### config.mk
export PLATFORM = sky130hd
export DESIGN_NAME = cbw_top
export DESIGN_NICKNAME = d
export VERILOG_FILES = /design/src/rtl/cbw_pkg.sv /design/src/rtl/cbw_decode.sv /design/src/rtl/cbw_lane.sv /design/src/rtl/cbw_top.sv
export SDC_FILE = /design/constraint.sdc
export NUM_CORES = 1
export LEC_CHECK = 0
export BUFFER_PORTS_ARGS = -buffer_cell sky130_fd_sc_hd__buf_2
export CORE_ASPECT_RATIO = 0.75
export CORE_UTILIZATION = 40
export CTS_CLUSTER_DIAMETER = 100
export DETAILED_ROUTE_END_ITERATION = 10
export PLACE_DENSITY_LB_ADDON = 0.25
export SLEW_MARGIN = 0
export SYNTH_ARGS = -nofsm -noshare
export SYNTH_HDL_FRONTEND = slang
export SYNTH_SLANG_ARGS = --single-unit
### constraint.sdc
create_clock -name clk -period 3.8 [get_ports clk]
set_clock_uncertainty 0.15 [all_clocks]
set_input_delay 0 -clock clk [delete_from_list [all_inputs] [get_ports clk]]
set_output_delay 0 -clock clk [all_outputs]
set_load 0.005 [all_outputs]
### src/rtl/cbw_pkg.sv
package cbw_pkg;
  typedef enum logic {HALF_LO = 1'b0, HALF_HI = 1'b1} half_e;
  typedef struct packed {
    logic hi;
    logic lo;
  } wait_t;
endpackage

### src/rtl/cbw_decode.sv
module cbw_decode #(
  parameter int NUM_REGS = 4,
  parameter int IDX_W = 2
) (
  input  logic                wr_valid,
  input  logic [IDX_W:0]      wr_addr,
  input  logic                clr_valid,
  input  logic [IDX_W-1:0]    clr_idx,
  input  logic                ext_mode,
  output logic [NUM_REGS-1:0] sel_hi,
  output logic [NUM_REGS-1:0] sel_lo,
  output logic [NUM_REGS-1:0] sel_clr
);
  import cbw_pkg::*;
  logic [IDX_W-1:0] idx;
  half_e            half;
  assign idx  = wr_addr[IDX_W:1];
  assign half = half_e'(wr_addr[0]);

  for (genvar i = 0; i < NUM_REGS; i++) begin : g_dec
    assign sel_hi[i]  = wr_valid && (idx == IDX_W'(i)) && (half == HALF_HI);
    assign sel_lo[i]  = wr_valid && (idx == IDX_W'(i)) && (half == HALF_LO);
    assign sel_clr[i] = clr_valid && !ext_mode && (clr_idx == IDX_W'(i));
  end
endmodule

### src/rtl/cbw_lane.sv
module cbw_lane (
  input  logic        clk,
  input  logic        rst_n,
  input  logic        dbg,
  input  logic        wr_hi,
  input  logic        wr_lo,
  input  logic        clr,
  input  logic [7:0]  wdata,
  output logic [15:0] value,
  output cbw_pkg::wait_t waiting
);
  import cbw_pkg::*;
  logic [7:0] hold_hi, hold_lo;
  wait_t      eff;

  always_comb begin
    eff = clr ? '0 : waiting;
  end

  always_ff @(posedge clk or negedge rst_n) begin
    if (!rst_n) begin
      value   <= '0;
      hold_hi <= '0;
      hold_lo <= '0;
      waiting <= '0;
    end else if (dbg) begin
      if (wr_hi) value[15:8] <= wdata;
      if (wr_lo) value[7:0]  <= wdata;
      if (clr)   waiting     <= '0;
    end else if (wr_hi) begin
      if (eff.lo) begin
        value   <= {wdata, hold_lo};
        waiting <= '0;
      end else begin
        hold_hi <= wdata;
        waiting <= '{hi: 1'b1, lo: 1'b0};
      end
    end else if (wr_lo) begin
      if (eff.hi) begin
        value   <= {hold_hi, wdata};
        waiting <= '0;
      end else begin
        hold_lo <= wdata;
        waiting <= '{hi: 1'b0, lo: 1'b1};
      end
    end else if (clr) begin
      waiting <= '0;
    end
  end
endmodule

### src/rtl/cbw_top.sv
module cbw_top #(
  parameter int NUM_REGS = 4,
  localparam int IDX_W = (NUM_REGS > 1) ? $clog2(NUM_REGS) : 1
) (
  input  logic                   clk,
  input  logic                   rst_n,
  input  logic                   wr_valid,
  output logic                   wr_ready,
  input  logic [IDX_W:0]         wr_addr,
  input  logic [7:0]             wr_data,
  input  logic [IDX_W:0]         rd_addr,
  output logic [7:0]             rd_data,
  input  logic                   dbg_freeze,
  input  logic                   ext_mode,
  input  logic                   clr_valid,
  input  logic [IDX_W-1:0]       clr_idx,
  output logic [16*NUM_REGS-1:0] val_q
);
  import cbw_pkg::*;
  logic [NUM_REGS-1:0] sel_hi, sel_lo, sel_clr;
  logic [NUM_REGS-1:0] wait_hi, wait_lo;
  logic [15:0]         regs [NUM_REGS];

  assign wr_ready = 1'b1;

  cbw_decode #(.NUM_REGS(NUM_REGS), .IDX_W(IDX_W)) u_dec (
    .wr_valid(wr_valid), .wr_addr(wr_addr), .clr_valid(clr_valid),
    .clr_idx(clr_idx), .ext_mode(ext_mode),
    .sel_hi(sel_hi), .sel_lo(sel_lo), .sel_clr(sel_clr)
  );

  for (genvar i = 0; i < NUM_REGS; i++) begin : g_lane
    wait_t w;
    cbw_lane u_lane (
      .clk(clk), .rst_n(rst_n), .dbg(dbg_freeze),
      .wr_hi(sel_hi[i]), .wr_lo(sel_lo[i]), .clr(sel_clr[i]),
      .wdata(wr_data), .value(regs[i]), .waiting(w)
    );
    assign wait_hi[i] = w.hi;
    assign wait_lo[i] = w.lo;
    assign val_q[16*i +: 16] = regs[i];
  end

  logic [IDX_W-1:0] rd_idx;
  logic [15:0]      rd_word;
  assign rd_idx = rd_addr[IDX_W:1];

  always_comb begin
    rd_word = '0;
    for (int i = 0; i < NUM_REGS; i++)
      if (rd_idx == IDX_W'(i)) rd_word = regs[i];
  end

  assign rd_data = rd_addr[0] ? rd_word[15:8] : rd_word[7:0];
endmodule

# After elaboration in Yosys (flattened, before gate mapping)
# Cells that the tools add are included.
word_totals:
  ff_bits: 136
  elab_cells: 165
  out_inout_bits: 73
  input_bits: 22
op_classes:
  n_mux: 57
  eq_ne: 21
  n_reduce_logical: 49
  bitwise_logic: 14
ops:
  columns: ["op", "n"]
  rows:
  - ["two-way mux 16 bit", 24]
  - ["two-way mux 8 bit", 9]
  - ["AND reduction 4 bit", 12]
  - ["two-way mux 2 bit", 20]
  - ["logical AND 1 bit", 17]
  - ["inequality test 2 x 1 -> 1 bit (second input constant)", 8]
  - ["nonzero test 2 bit", 8]
  - ["NOT 1 bit", 14]
  - ["equality test 2 bit (second input constant)", 6]
  - ["inequality test 3 bit (second input constant)", 4]
  - ["AND reduction 3 bit", 4]
  - ["nonzero test 3 bit", 4]
  - ["equality test 2 x 1 -> 1 bit (second input constant)", 3]
  - ["zero test 2 bit", 3]
  - ["two-way mux 1 bit", 4]
  - ["zero test 1 bit", 1]

# Logic depth before layout (Yosys ltp)
logic_depth:
  ltp_word: 8
  depth_mapped: 6
  mapped_depth_nobuf: 4

# By module
# From an unflattened synthesis, not the netlist that was laid out.
hier_totals:
  cells_unflattened: 491
  hier_area_um2: 6737.7
modules_own_cells:
  columns: ["mod", "area_each_um2", "instances", "cells_each"]
  rows:
  - ["cbw_lane", 1508.9, 4, 112]
  - ["cbw_top", 561.8, 1, 31]
  - ["cbw_decode", 140.1, 1, 12]

# Least setup slack after synthesis
# Ideal clock, no wire load.
synth_timing:
  path_type: "in2reg"
  start: "input wr_valid"
  end: "register g_lane[3].u_lane.value[15]"
  arrival_ps: 1428
  path_buffers: 1
  path_stages: 4
  setup_slack_ps: 2095
  cell_sequence: "clkbuf_1 > a41oi_1 > mux2_2 > mux2_1"
synth_via:
  elab_chain_cells: 4
synth_lines:
  columns: ["item", "line_no", "source"]
  rows:
  - ["from (decl)", "cbw_top.sv:7", "input logic wr_valid,"]
  - ["logical AND 1 bit (*)", "cbw_decode.sv:21, cbw_decode.sv:22", null]
  - ["logical AND 1 bit (on tied branches)", "cbw_decode.sv:21, cbw_decode.sv:22", null]
  - ["inequality test 3 bit (no source line) (tied with other cells)", null, null]
  - ["AND reduction 4 bit (no source line) or two-way mux 16 bit (tied branches)", null, null]
  - ["to (signal assigned)", "cbw_lane.sv:27", "if (wr_hi) value[15:8] <= wdata;"]
  - ["to (signal assigned)", "cbw_lane.sv:32", "value <= {wdata, hold_lo};"]
  - ["to (signal assigned)", "cbw_lane.sv:40", "value <= {hold_hi, wdata};"]
  - ["to (decl)", "cbw_lane.sv:9", "output logic [15:0] value,"]
# Every way passes the cells marked *; elsewhere a longest branch is shown, timed or not.
# A chain may end at the register's enable or synchronous reset.

# Worst setup path after layout
layout_timing:
  start: "input ext_mode"
  end: "register g_lane[0].u_lane.waiting[1] (netlist name)"
layout_via:
  elab_chain_cells: 7
layout_lines:
  columns: ["item", "line_no", "source"]
  rows:
  - ["from (decl)", "cbw_top.sv:14", "input logic ext_mode,"]
  - ["zero test 1 bit (*)", "cbw_decode.sv:23", "assign sel_clr[i] = clr_valid && !ext_mode && (clr_idx == IDX_W'(i));"]
  - ["logical AND 1 bit (*) (2 in series)", "cbw_decode.sv:23", null]
  - ["two-way mux 2 bit (*)", null, null]
  - ["two-way mux 2 bit (on tied branches)", null, null]
  - ["two-way mux 2 bit", "cbw_lane.sv:30", "end else if (wr_hi) begin"]
  - ["two-way mux 2 bit (*)", "cbw_lane.sv:26", "end else if (dbg) begin"]
  - ["to (signal assigned)", "cbw_lane.sv:36", "waiting <= '{hi: 1'b1, lo: 1'b0};"]
  - ["to (signal assigned)", "cbw_lane.sv:44", "waiting <= '{hi: 1'b0, lo: 1'b1};"]
  - ["to (decl)", "cbw_lane.sv:10", "output cbw_pkg::wait_t waiting"]
# Marked as above.

==> impl_metrics.json <==
{
  "outcome": "completed",
  "cts-root-buf": "clkbuf_16",
  "avgSynthCellArea_um2": 13.03,
  "syn-num-nets": 531,
  "grt_pass1_vias": 4717,
  "clkSinkCount": 136,
  "slew_violations": 0,
  "synth_edf_count": 0,
  "initial_core_util_pct": 41.16,
  "grt_antenna_before_repair": 0,
  "max_stage_delay_ps": 620,
  "cts.clk_slew.worst_paths_ps": 60,
  "synth_top_flop_cell": "dfrtp_1",
  "ioPinCount": 95,
  "dpl.hpwl_mm": 11.52,
  "n_antenna_cell": 0,
  "hold_viol": 0,
  "yosysTopAreaCell": "dfrtp_1",
  "syn_area_um2": 6634,
  "cts_tree": "built",
  "finalCriticalPeriod_ps": 2950,
  "cp_slowest_cell": "dlygate4sd3_1",
  "synthAdderAreaFrac_pct": 0,
  "critPathArrivalTime_ps": 3150,
  "drc": 0,
  "routed_wl_mm": 16.74,
  "relSlewSlack_pct": 21.70,
  "crit_chain": "dlygate4sd3_1, buf_2, or4b_4, dlygate4sd3_1, nand2_1, and3_1, o21bai_1, dlygate4sd3_1",
  "clockPowerShare_pct": 32.3,
  "ys_types": 31,
  "crit_path_start_kind": "input pin",
  "synth_warnings": 0,
  "yosysSeqAreaShare_pct": 51.30,
  "required_ps": 4000,
  "drive_gt1_share_pct": 45.09,
  "synth_mux_area_share_pct": 31.99,
  "yosysMostFrequentCell": "dfrtp_1",
  "timing.rr.end": "g_lane[0].u_lane.waiting[1]",
  "maxCapViolCount": 0,
  "grt_max_degree": 69,
  "drt-pass1-iter-count": 7,
  "whs_ps": 48.26,
  "areaGrowthSynthToFinish_pct": 20.54,
  "synth_compound_area_share_pct": 6.658,
  "grt_pass1_wl_mm": 27.01,
  "r2r_setup_slack_ps": 1860,
  "worstPathMaxFanout": 9,
  "numPortBuffers": 93,
  "die_area_um2": 17110,
  "critPathKind": "input pin to register",
  "core_region_area_um2": 16120,
  "final.setup.tns_ps": 0,
  "final_cell_area_um2": 7996,
  "finalCritPeriodShare_pct": 77.62,
  "min_path_type": "input pin to register",
  "grt_usage_pct": 21.48,
  "cts-htree-levels": 4,
  "synth_xor_area_share_pct": 0,
  "cp_common_cell": "dlygate4sd3_1",
  "reg2reg_depth": 4,
  "reg2reg_from": "g_lane[0].u_lane.waiting[0]",
  "ys_ff_latch": 136,
  "drt-initial-drc-count": 250,
  "startpoint": "ext_mode",
  "fmax_mhz": 339.0,
  "fill_cells": 1420,
  "rows": 40,
  "yosys.area_share.simple_pct": 5.922,
  "power_switching_uw": 1467,
  "synthTopCellsByArea": "dfrtp_1 51%, mux2_2 21%, mux4_2 5.4%",
  "post-cts-setup-buffers": 0,
  "rsz0062_at_grt": "false",
  "antenna_left": 0,
  "endpoint": "g_lane[0].u_lane.waiting[1]",
  "p_per_area_nw_per_um2": 626.4,
  "final_nets": 630,
  "worst_pin_slew_ps": 1159,
  "clk_latency_ps": 420,
  "endpoint_kind": "register",
  "numCtsBuffers": 17,
  "power_leakage_uw": 0.003823,
  "gp_congestion": 0.9936,
  "synth_top_cell_area_share_pct": 51.30,
  "wl_per_cell_um": 20.15,
  "postPlaceCellArea_um2": 7237,
  "die_w_um": 150.7,
  "post_drt_via_cell_ratio": 5.389,
  "syn_inst": 509,
  "vias": 4478,
  "vdd_drop_max_uv": 369.8,
  "finalSetupViolations": 0,
  "synth_common_cells": "136 x dfrtp_1, 123 x mux2_2, 33 x inv_1",
  "cts_buffer_depth": 2,
  "switching_share_pct": 29.29,
  "min-delay-start": "clr_idx[0]",
  "seqPwrFrac_pct": 43.5,
  "die_h_um": 113.5,
  "cell_internal_pwr_uw": 3542,
  "grt-ovfl-total": 0,
  "combPwrFrac_pct": 24.2,
  "synthArstFlopShare_pct": 100.0,
  "synth_top_family_by_area": "multiplexers"
}
==> layout by cell type, fill, tap and decap left out, drive strengths merged <==
cell,synthesis,routed
and3b,4,4
clkbuf,17,17
nand4b,1,1
nand4bb,2,2
nand2,18,18
clkinv,0,4
mux2,128,128
o31ai,4,4
buf,16,95
bufinv,0,2
dfrtp,136,136
inv,34,36
a31o,1,1
dlygate4sd3,0,18
a41oi,4,4
o21bai,8,8
nor2b,9,9
a31oi,3,3
nand3,12,12
clkinvlp,0,7
and3,14,14
o21ai,8,8
nor2,7,7
conb,1,1
and2b,1,1
mux4,16,16
mux2i,32,32
or4b,1,1
a21oi,32,32
==> kinds of logic after synthesis <==
family	after synthesis
multiplexers	176
flip-flops	136
AND/OR/NAND/NOR	69
buffers and inverters	67
AO/OA/AOI/OAI	60
other	1
==> how the worst min path moves through the flow <==
stage                                              to  slack (ps)  depth (start not counted)
final                     g_lane[1].u_lane.waiting[0]          50                          4
after global routing      g_lane[3].u_lane.waiting[1]          70                          4
after CTS                 g_lane[1].u_lane.waiting[0]          20                          4
after detailed placement  g_lane[1].u_lane.hold_lo[1]          30                          1
after global placement    g_lane[1].u_lane.hold_lo[1]          20                          1
after floorplan           g_lane[0].u_lane.hold_hi[0]        -450                          0
==> stage by stage <==
step	setup WS, ps	power, uW	cells	utilization (%)
3_3_place_gp	1666	3366	781	44.91
4_1_cts	857.4	5065	831	49.62
3_5_place_dp	1627	3410	781	44.91
5_1_grt	824.6	5303	831	49.62
2_1_floorplan	2095	2842	509	-
6_report	850.3	5009	831	49.62
==> what timing repair did <==
action                    4_1_cts  5_1_grt
hold endpoints to repair      155        0
hold buffers                   18        0
resized for setup               0        0
==> flip-flops by register name (all words and copies together) (netlist names) <==
name,flops
g_lane.u_lane.value,64
g_lane.u_lane.hold_hi,32
g_lane.u_lane.hold_lo,32
g_lane.u_lane.waiting,8
==> power by group through the flow <==
| stage | logic (uW) | registers (uW) | clock network, uW |
|---|---|---|---|
| 2_1_floorplan | 699 | 2140 | 0 |
| 3_3_place_gp | 1180 | 2190 | 0 |
| 3_5_place_dp | 1210 | 2200 | 0 |
| 4_1_cts | 1240 | 2180 | 1650 |
| 5_1_grt | 1350 | 2240 | 1710 |
| 6_report | 1210 | 2180 | 1620 |
==> area by class of cell <==
class / count / area (um2) / area share [%]
inverters: 34 / 127.6 / 1.596
clock buffers: 17 / 425.4 / 5.320
repair buffers: 113 / 663.1 / 8.293
clock inverters: 15 / 153.9 / 1.925
flip-flops and latches: 136 / 3403 / 42.56
well taps: 210 / 262.8 / 3.286
multi-input cells: 306 / 2960 / 37.02
==> worst max-delay path: cells and delay by family <==
family,cells,cell delay (ps)
compound gates,1,190
simple gates,3,1110
buf+inv,4,1850
==> layer usage <==
layer / global-route usage, % / vias to the layer above / wire [um]
met1: 30.70 / 2309 / 8262
met5: 0 / - / 0
met2: 31.80 / 128 / 7413
met3: 5.200 / 21 / 779
met4: 7.667 / 0 / 287
li1: - / 2020 / -
(Power assumes the default switching activity.)
